### src/rtl/bctr_pkg.sv
package bctr_pkg;

  localparam int RES_W = 4;

  localparam logic [RES_W-1:0] RES_NONE   = 4'b0000;
  localparam logic [RES_W-1:0] RES_DONE   = 4'b1000;
  localparam logic [RES_W-1:0] RES_HALTED = 4'b0100;
  localparam logic [RES_W-1:0] RES_BERR   = 4'b0010;
  localparam logic [RES_W-1:0] RES_RETRY  = 4'b0001;

  // response lines converted to active-high form
  typedef struct packed {
    logic ack;
    logic berr;
    logic halt;
  } resp_t;

  function automatic resp_t from_pins(input logic ack_n, input logic berr_n,
                                      input logic halt_n);
    resp_t r;
    r.ack  = ~ack_n;
    r.berr = ~berr_n;
    r.halt = ~halt_n;
    return r;
  endfunction

  // outcome from the reading at state N (a) and state N+2 (b)
  function automatic logic [RES_W-1:0] resolve(input resp_t a, input resp_t b);
    if (a.berr)  return a.halt ? RES_RETRY : RES_BERR;
    if (!a.ack)  return RES_BERR;
    if (a.halt)  return b.berr ? RES_BERR : RES_HALTED;
    if (b.berr)  return b.halt ? RES_RETRY : RES_BERR;
    return RES_DONE;
  endfunction

  function automatic logic wants_stall(input logic [RES_W-1:0] res);
    return (res == RES_HALTED) || (res == RES_RETRY);
  endfunction

endpackage

### src/rtl/bctr_capture.sv
module bctr_capture
  import bctr_pkg::*;
(
  input  logic  clk,
  input  logic  rst,
  input  logic  take,
  input  logic  drop,
  input  resp_t live,
  output resp_t held,
  output logic  held_valid
);

  always_ff @(posedge clk) begin
    if (rst) begin
      held       <= '0;
      held_valid <= 1'b0;
    end else if (drop) begin
      held_valid <= 1'b0;
    end else if (take) begin
      held       <= live;
      held_valid <= 1'b1;
    end
  end

  // a first-state reading only becomes valid through a take
  assert_capture_needs_take_R10: assert property (@(posedge clk) disable iff (rst)
    $rose(held_valid) |-> $past(take));

endmodule

### src/rtl/bctr_stall.sv
module bctr_stall (
  input  logic clk,
  input  logic rst,
  input  logic set_req,
  input  logic halt_live,
  output logic stall_q
);

  logic release_evt;
  assign release_evt = stall_q && !halt_live;

  always_ff @(posedge clk) begin
    if (rst)              stall_q <= 1'b0;
    else if (release_evt) stall_q <= 1'b0;
    else if (set_req)     stall_q <= 1'b1;
  end

  // stall only rises on a halt or retry decision
  assert_stall_rise_R9: assert property (@(posedge clk) disable iff (rst)
    $rose(stall_q) |-> $past(set_req));

  // stall holds while halt is sampled asserted
  assert_stall_hold_R9: assert property (@(posedge clk) disable iff (rst)
    (stall_q && halt_live) |=> stall_q);

  // stall drops one clock after halt is seen negated
  assert_stall_drop_R9: assert property (@(posedge clk) disable iff (rst)
    (stall_q && !halt_live) |=> !stall_q);

endmodule

### src/rtl/bctr_decide.sv
module bctr_decide
  import bctr_pkg::*;
(
  input  resp_t             first_rd,
  input  resp_t             second_rd,
  output logic [RES_W-1:0]  outcome,
  output logic              needs_stall
);

  always_comb begin
    outcome     = resolve(first_rd, second_rd);
    needs_stall = wants_stall(outcome);
  end

  // the decision itself is always exactly one outcome
  always_comb begin
    assert_decide_onehot_R11: assert ($onehot(outcome) || $isunknown(outcome));
  end

endmodule

### src/rtl/bus_term_resolver.sv
module bus_term_resolver
  import bctr_pkg::*;
(
  input  logic             clk,
  input  logic             rst,
  input  logic             sample_first,
  input  logic             sample_second,
  input  logic             ack_n,
  input  logic             berr_n,
  input  logic             halt_n,
  output logic [RES_W-1:0] result,
  output logic             stall
);

  resp_t            live_rd;
  resp_t            first_rd;
  logic             first_valid;
  logic             decide_evt;
  logic             capture_evt;
  logic [RES_W-1:0] outcome;
  logic             needs_stall;
  logic             stall_q;
  logic [RES_W-1:0] result_q;

  assign live_rd     = from_pins(ack_n, berr_n, halt_n);
  assign decide_evt  = sample_second && first_valid && !stall_q;
  assign capture_evt = sample_first && !stall_q && !decide_evt;

  bctr_capture u_capture (
    .clk        (clk),
    .rst        (rst),
    .take       (capture_evt),
    .drop       (decide_evt),
    .live       (live_rd),
    .held       (first_rd),
    .held_valid (first_valid)
  );

  bctr_decide u_decide (
    .first_rd    (first_rd),
    .second_rd   (live_rd),
    .outcome     (outcome),
    .needs_stall (needs_stall)
  );

  bctr_stall u_stall (
    .clk       (clk),
    .rst       (rst),
    .set_req   (decide_evt && needs_stall),
    .halt_live (live_rd.halt),
    .stall_q   (stall_q)
  );

  always_ff @(posedge clk) begin
    if (rst)             result_q <= RES_NONE;
    else if (decide_evt) result_q <= outcome;
    else                 result_q <= RES_NONE;
  end

  assign result = result_q;
  assign stall  = stall_q;

  // at most one outcome bit on the port
  assert_result_onehot_R11: assert property (@(posedge clk) disable iff (rst)
    $onehot0(result));

  // no back-to-back results
  assert_single_pulse_R11: assert property (@(posedge clk) disable iff (rst)
    (result != RES_NONE) |=> (result == RES_NONE));

  // a result needs a second strobe outside a stall
  assert_result_after_strobe_R10: assert property (@(posedge clk) disable iff (rst)
    (result != RES_NONE) |-> ($past(sample_second) && !$past(stall)));

  // halted and retry results come with the stall raised
  assert_stall_with_hold_R6: assert property (@(posedge clk) disable iff (rst)
    (result[0] || result[2]) |-> stall);

  // done and bus error never raise the stall
  assert_no_stall_on_done_R2: assert property (@(posedge clk) disable iff (rst)
    ((result[3] || result[1]) && !$past(stall)) |-> !stall);

endmodule

### config.mk
export PLATFORM = sky130hd
export DESIGN_NAME = bus_term_resolver
export DESIGN_NICKNAME = d
export VERILOG_FILES = /design/src/rtl/bctr_pkg.sv /design/src/rtl/bctr_capture.sv /design/src/rtl/bctr_stall.sv /design/src/rtl/bctr_decide.sv /design/src/rtl/bus_term_resolver.sv
export SDC_FILE = /design/constraint.sdc
export NUM_CORES = 1
export LEC_CHECK = 0
export ABC_AREA = 1
export ABC_CLOCK_PERIOD_IN_PS = 1670
export BUFFER_PORTS_ARGS = -buffer_cell sky130_fd_sc_hd__buf_2
export CAP_MARGIN = 25
export CORE_AREA = 2 2 39 41
export DETAILED_ROUTE_END_ITERATION = 8
export DIE_AREA = 0 0 41 43
export GPL_TIMING_DRIVEN = 0
export REMOVE_ABC_BUFFERS = 1
export SETUP_SLACK_MARGIN = 0.5
export SLEW_MARGIN = 20
export SYNTH_ARGS = -nofsm -noshare
export SYNTH_HDL_FRONTEND = slang
export SYNTH_SLANG_ARGS = --single-unit
### constraint.sdc
create_clock -name clk -period 1.67 [get_ports clk]
set_input_delay 0.0835 -clock clk [delete_from_list [all_inputs] [get_ports clk]]
set_output_delay 0.0835 -clock clk [all_outputs]
set_load 0.02 [all_outputs]
---- After elaboration in Yosys (flattened, before gate mapping) ----
Cells that the tools add are included.
storage, ports and cells
  flip-flop bits (word level) ............. 9
  input bits .............................. 7
  output and inout port bits .............. 5
  word-level logic and storage cells ...... 46
operators by class
  eq/ne operators ......................... 2
  muxes and demuxes ....................... 21
  bitwise operators ....................... 4
  reductions and logical operators ........ 13
operator list
  cell                                                                   count
  4-bit two-way mux                                                      8
  1-bit two-way mux                                                      10
  1-bit logical AND                                                      6
  2-bit OR reduction                                                     3
  4-bit by 1-bit equality test with 1-bit output, second input constant  1
  4-bit by 3-bit equality test with 1-bit output, second input constant  1
  2-bit two-way mux                                                      2
  1-bit inverter                                                         4
  3-bit two-way mux                                                      1
  1-bit logical NOT                                                      2
  2-bit AND reduction                                                    1
  1-bit logical OR                                                       1

---- Depth between registers and ports, before layout ----
Gate-level depths: netlist of the first run.
  depth after elaboration ................. 14
  depth in mapped cells ................... 6
  depth with buffers taken out ............ 6

---- Modules after synthesis ----
From an unflattened synthesis of the first run, not the netlist that was laid out.
second synthesis, totals
  cells, all modules ...................... 74
  area total of the unflattened synthesis .. 449.2 um^2
modules (own cells, without submodules)
  module             times used  cells each  area an instance (um^2)  seq. area each (um^2)
  bctr_capture       1           25          166.4                    80.1
  bus_term_resolver  1           23          160.2                    80.1
  bctr_decide        1           19          80.1                     0.0
  bctr_stall         1           7           42.5                     20.0

---- Worst setup path after synthesis of the first run ----
No wires, ideal clock.
  kind .................................... register to register
  start ................................... register u_stall.stall_q
  end ..................................... register u_capture.held[0] in the netlist's numbering
  setup time .............................. 0.070 ns
  data arrival time ....................... 0.900 ns
  required time ........................... 1.600 ns
  path slack .............................. 0.700 ns
  cell stages (with the launch flop) ...... 5
  buffers on the path ..................... 0
  period minus slack after synthesis ...... 0.970 ns
  cells stage by stage .................... dfxtp_1 -> nor2_4 -> nor2_4 -> o21ai_1 -> a21oi_1
between the ends
  longest elaborated chain between the ends .. 5
  elaborated cells between the ends (all ways) .. 7
  those cells by class .................... bitwise: 1; reduce/logical: 6
RTL lines
  item                                      line                                              source
  from (decl)                               bctr_stall.sv:6                                   output logic stall_q
  from (signal assigned)                    bctr_stall.sv:13                                  if (rst) stall_q <= 1'b0;
  from (signal assigned)                    bctr_stall.sv:14                                  else if (release_evt) stall_q <= 1'b0;
  from (signal assigned)                    bctr_stall.sv:15                                  else if (set_req) stall_q <= 1'b1;
  1-bit logical NOT (*)                     bus_term_resolver.sv:26, bus_term_resolver.sv:27
  1-bit logical AND                         bus_term_resolver.sv:26                           assign decide_evt = sample_second && first_valid && !stall_q;
  1-bit logical NOT                         bus_term_resolver.sv:27                           assign capture_evt = sample_first && !stall_q && !decide_evt;
  1-bit logical AND                         bus_term_resolver.sv:27
  2-bit AND reduction (no source line) (*)  --
  to (signal assigned)                      bctr_capture.sv:20                                held <= live;
  to (decl)                                 bctr_capture.sv:9                                 output resp_t held,
Mark *: on every way between the ends. The rest lies on a longest branch, timed or not.
A chain may end at the register's enable or synchronous reset.

---- Final worst setup path of the first run ----
  start ................................... register u_stall.stall_q
  end ..................................... output stall
RTL lines
  item       line                     source
  to (decl)  bus_term_resolver.sv:12  output logic stall
No word-level cell between the ends.

==> out/results.tsv, run 1 <==
metric	value	unit
setup repair bufs after CTS	0	
DRT antenna net count	0	
Hold Vio Cnt, Final	0	
Crit Path Category	reg -> out	
wire length per cell	8.55	microns
final net count	68	
drt pass-1 iters	4	
Rel. slew slack	86.2	%
compound-gate portion of the synthesized area	13.7	%
ANT cells	0	
XOR/XNOR share of the synthesized area	0	%
share of cells above drive strength 1	36.7	%
Site Rows	14	
Worst Hold Class	in -> reg	
clock skew	2.16	ps
GP Congestion	0.742	
# DRC	0	
Ys Warns	0	
clock sink total	9	
crit path max fanout	4	
largest family of logic cells by synthesized area	simple AND/OR/NAND/NOR gates	
I/O Buffers	11	
Die X	41	microns
type of destination of the critical path	primary output	
Critical-path top delay cell	dfxtp_1	
htree depth	1	
CP delay by family, top	flip-flops	
Max clock buf depth	2	
slew of the pin with the lowest slew margin	206	ps
most common cell after layout, fill and taps aside	buf_2	
Area after DPL	440	sq um
min cycle time layout	975	ps
Mean Syn Cell Area	8.30	sq um
Seq/Total Area, Yosys	49.3	%
gr usage total	10.6	%
max cap viols	0	
post-synth cell types	14	
Final Cell Area	477	sq um
Pwr Density	954	nW/um^2
unrepaired setup endpoints after global routing	false	
WL final	650	microns
vias in the first global route	293	
global-route wire length before repair	1170	microns
Yosys reg bits	9	
CTS tree	done	
Critical path buffers and inverters	1	
Core Region	1380	sq um
Clock Latency Late Sink	260	ps
final core occ	34.4	%
clock slew seen by the registers of the worst setup and hold paths	60	ps
pre-CTS setup slack	740	ps
vias	325	
Total Die Area	1760	sq um
cells along the critical path	buf_2	
GRT overflow	0	
Die Span Y	43	microns
Max IR drop VDD	0.346	mV
Critical Path Max Stage Delay	430	ps
largest net degree at the start of global routing	8	
Area Overhead vs Synth	30.5	%
cells after synthesis	44	
maximum achievable frequency	1030	MHz
Post-Place Cells	71	
number of buffers created by CTS	3	
Final Max Tran Viols	0	
total power	0.455	mW
leak pwr	0.217	nW
Final HPWL DP	485	microns
Synth Area in Adders	0	%
initial antenna violation count	0	
multiplexer area fraction after synthesis	0	%
post-DR vias/cell	4.28	
Ports	12	
final setup margin	695	ps
Mapped Area	365	sq um
DR iter-0 viols	3	
Critical Path Source Type	flip-flop	
Simple-Gate Fraction of Synth Area	31.8	%
most frequent cells in the layout	buf_2, dfxtp_1, nand2_1, a21oi_1, o21ai_1	
Tcrit/Tclk final	58.4	%
final setup violation count	0	
Starting Density	26.4	%
setup TNS	0	ps
worst endpoint data arrival time	890	ps
worst hold slack	41.4	ps
status	complete, no violations	
Non-Filler Instances	76	
WP data required	1590	ps
clk root buf	clkbuf_4	
## cells by family after synthesis
kind of cell,Yosys count
flip-flops,9
AO/OA/AOI/OAI,10
AND/OR/NAND/NOR,20
buffers and inverters,5
## area by class of cell
cell class	instances	area, sq um
repair buffers	12	65.1
flip-flops and latches	9	180
multi-input cells	30	166
well taps	16	20.0
inverters	5	18.8
fillers	159	907
clock buffers	4	26.3
## synth_stat cells
cell     instances  area (sq um)
nand3_1          1          5.00
nand3_2          1          10.0
nor2_2           1          6.26
inv_1            4          15.0
nor2_4           3          33.8
a21oi_1          5          25.0
nand4_1          1          6.26
inv_2            1          3.75
nand2_2          2          12.5
nor2_1           3          11.3
nand2_1          7          26.3
dfxtp_1          9           180
o21ai_1          5          25.0
nor3_1           1          5.00
## sequential cells by signal, summed over array words and instances (netlist names)
signal,flops
result,4
u_capture.held_valid,1
u_capture.held,3
u_stall.stall_q,1
## where the power goes
group / internal, mW / total (mW) / switching (mW) / leakage, nW
registers: 0.225 / 0.235 / 0.00945 / 0.0736
clock network: 0.0920 / 0.166 / 0.0744 / 0.0150
logic: 0.0223 / 0.0539 / 0.0316 / 0.129
total: 0.339 / 0.455 / 0.115 / 0.217
## metal layers
metal  routed length, microns  GRT usage, %
met5                        0             0
met2                      286          13.4
met4                       28          10.0
met1                      283          11.5
met3                       51          6.28
## worst paths after layout
check | startpoint | end | slack (ps) | cells after the start
hold reg to reg | u_capture.held_valid$_SDFFE_PP0P_ | u_capture.held_valid$_SDFFE_PP0P_ | 500 | 2
setup reg to reg | u_stall.stall_q$_SDFFE_PP0P_ | u_capture.held[1]$_SDFFE_PP0P_ | 730 | 5
hold / removal | halt_n | u_capture.held[0]$_SDFFE_PP0P_ | 40 | 2
setup / recovery | u_stall.stall_q$_SDFFE_PP0P_ | stall | 690 | 1
## repair_timing
action,in CTS,in global routing
gates resized for setup,0,0
setup endpoints to repair,0,0
hold buffers,1,0
endpoints found under the hold margin,1,0
(Power assumes the default switching activity.)
==> run 2: changes to the inputs <==
--- a/config.mk
+++ b/config.mk
@@ -6,7 +6,7 @@
 export NUM_CORES = 1
 export LEC_CHECK = 0
 export ABC_AREA = 1
-export ABC_CLOCK_PERIOD_IN_PS = 1670
+export ABC_CLOCK_PERIOD_IN_PS = 900
 export BUFFER_PORTS_ARGS = -buffer_cell sky130_fd_sc_hd__buf_2
 export CAP_MARGIN = 25
 export CORE_AREA = 2 2 39 41
==> constraint.sdc (replaced) <==
create_clock -name clk -period 0.9 [get_ports clk]
set_input_delay 0.045 -clock clk [delete_from_list [all_inputs] [get_ports clk]]
set_output_delay 0.045 -clock clk [all_outputs]
set_load 0.02 [all_outputs]
==> out/results.tsv, run 2 (synthesized netlist as in run 1, its figures left out) <==
metric	value	unit	change
Critical Path Max Stage Delay	400	ps	was 430 ps
Pwr Density	1600	nW/um^2	was 954 nW/um^2
type of destination of the critical path	flip-flop		was primary output
gr usage total	11.1	%	was 10.6%
switch share	26.1	%	was 25.4%
unrepaired setup endpoints after global routing	true		was false
GRT overflow	0		unchanged
clock skew	1.74	ps	was 2.16 ps
global-route wire length before repair	1230	microns	was 1170 microns
min cycle time layout	910	ps	
share of cells above drive strength 1	63.3	%	was 36.7%
leak pwr	0.242	nW	was 0.217 nW
Critical Path Source Type	flip-flop		unchanged
Die X	41	microns	unchanged
Clock Latency Late Sink	260	ps	about the same
Hold Crit Start	ack_n		was halt_n
Rel. slew slack	83.8	%	was 86.2%
Total Die Area	1760	sq um	unchanged
CTS tree	done		unchanged
most common cell after layout, fill and taps aside	dfxtp_2		was buf_2
clk root buf	clkbuf_4		unchanged
Starting Density	26.4	%	unchanged
reg-to-reg startpoint	u_capture.held[0]$_SDFFE_PP0P_		was u_stall.stall_q$_SDFFE_PP0P_
final setup margin	-9.66	ps	was 695 ps
Die Span Y	43	microns	unchanged
max cap viols	0		unchanged
worst hold slack	-61.0	ps	was 41.4 ps
Final Max Tran Viols	0		unchanged
met2 Use GR	14.7	%	was 13.4%
crit path max fanout	5		was 4
switching pwr	0.227	mW	was 0.115 mW
Ports	12		unchanged
filler cell count	145		was 159
Register Area	190	sq um	was 180 sq um
WP data required	1100	ps	was 1590 ps
Gate power share	13.3	%	was 11.8%
post-DR vias/cell	4.41		was 4.28
final net count	68		unchanged
Seq pwr share	51.1	%	was 51.6%
Area Overhead vs Synth	48.6	%	was 30.5%
Pint	0.642	mW	was 0.339 mW
GR Util met1	11.9	%	was 11.5%
Final Cell Area	543	sq um	was 477 sq um
DRT antenna net count	0		unchanged
initial antenna violation count	0		unchanged
failing checks	hold timing, setup timing		
CP Launch Point	u_capture.held[0]$_SDFFE_PP0P_		was u_stall.stall_q$_SDFFE_PP0P_
Area after DPL	440	sq um	unchanged
Multi-input gate area	200	sq um	was 166 sq um
final setup violation count	2		was 0
Tcrit/Tclk final	101	%	
worst endpoint data arrival time	1110	ps	was 890 ps
setup TNS	-11.2	ps	was 0 ps
Crit Path Category	reg -> reg		was reg -> out
maximum achievable frequency	1100	MHz	
Clk pwr share	35.6	%	was 36.6%
number of buffers created by CTS	3		unchanged
Post-Place Cells	71		unchanged
vias in the first global route	298		was 293
Max IR drop VDD	0.681	mV	was 0.346 mV
most frequent cells in the layout	dfxtp_2, buf_2, nand2_1		was buf_2, dfxtp_1, nand2_1, a21oi_1, o21ai_1
Site Rows	14		unchanged
Non-Filler Instances	76		unchanged
wire length per cell	9.04	microns	was 8.55 microns
Critical-path top delay cell	dfxtp_2		was dfxtp_1
final core occ	39.2	%	was 34.4%
GP Congestion	0.742		unchanged
clock sink total	9		unchanged
ANT cells	0		unchanged
Max clock buf depth	2		unchanged
I/O Buffers	11		unchanged
Worst Hold Class	in -> reg		unchanged
# DRC	0		unchanged
largest net degree at the start of global routing	8		unchanged
Hold Vio Cnt, Final	1		was 0
Largest register FFs	4		unchanged
Core Region	1380	sq um	unchanged
vias	335		was 325
DR iter-0 viols	3		unchanged
met3 Usage GRT	6.28	%	unchanged
WL final	687	microns	was 650 microns
htree depth	1		unchanged
clock slew seen by the registers of the worst setup and hold paths	60	ps	about the same
status	complete, but fails checks		was complete, no violations
slew of the pin with the lowest slew margin	242	ps	was 206 ps
Final HPWL DP	485	microns	unchanged
cells along the critical path	nand4_1 -> nand3_2 -> nand2_1 -> a21oi_2		was buf_2
drt pass-1 iters	2		was 4
gr busiest metal	met2		unchanged
[run 2: per-layer routing]
metal	up-vias	part of all wire, %	routed length (microns)
met1	142	41	279
li1	178	-	-
met3	5	6.6	45
met4	0	4.1	28
met5	-	0	0
met2	10	49	334
[run 2: power groups by stage]
| stage | Clock [mW] | Sequential [mW] | Combinational, mW |
|---|---|---|---|
| after floorplan | 0 | 0.445 | 0.0642 |
| final | 0.309 | 0.444 | 0.115 |
| after global routing | 0.351 | 0.447 | 0.132 |
| after global placement | 0 | 0.444 | 0.0954 |
| after detailed placement | 0 | 0.444 | 0.0971 |
| after CTS | 0.322 | 0.442 | 0.106 |
[run 2: timing repair]
item,4_1_cts,5_1_grt
setup buffers,0,1
hold endpoints to repair,1,1
setup endpoints to repair,14,14
cloned,0,0
pin swaps,2,3
resized for setup,20,5
[run 2: critical path, delay by kind of cell (launching register included)]
kind,cells,cell delay [ps]
compound gates,1,110
flops,1,400
simple gates,3,340
[run 2: layout make-up]
type	count	share of cell area [%]
repair buffers	12	16.1
inverters	5	3.46
clock buffers	4	4.84
flip-flops and latches	9	35.0
multi-input cells	30	36.9
well taps	16	3.69
[run 2: final timing paths]
path | cells past startpoint | slack, ps | to
worst max-delay path | 4 | -10 | u_stall.stall_q$_SDFFE_PP0P_
worst min-delay path | 2 | -60 | u_capture.held[2]$_SDFFE_PP0P_
worst max register to register | 4 | -10 | u_stall.stall_q$_SDFFE_PP0P_
worst min register to register | 1 | 500 | result[3]$_SDFF_PP0_
[run 2: through the flow]
step	worst slack [ps]	power [mW]
floorplan	-70.1	0.509
global placement	-6.09	0.540
detailed placement	-30.3	0.541
CTS	-8.29	0.870
global route	-92.0	0.930
finish	-9.66	0.868
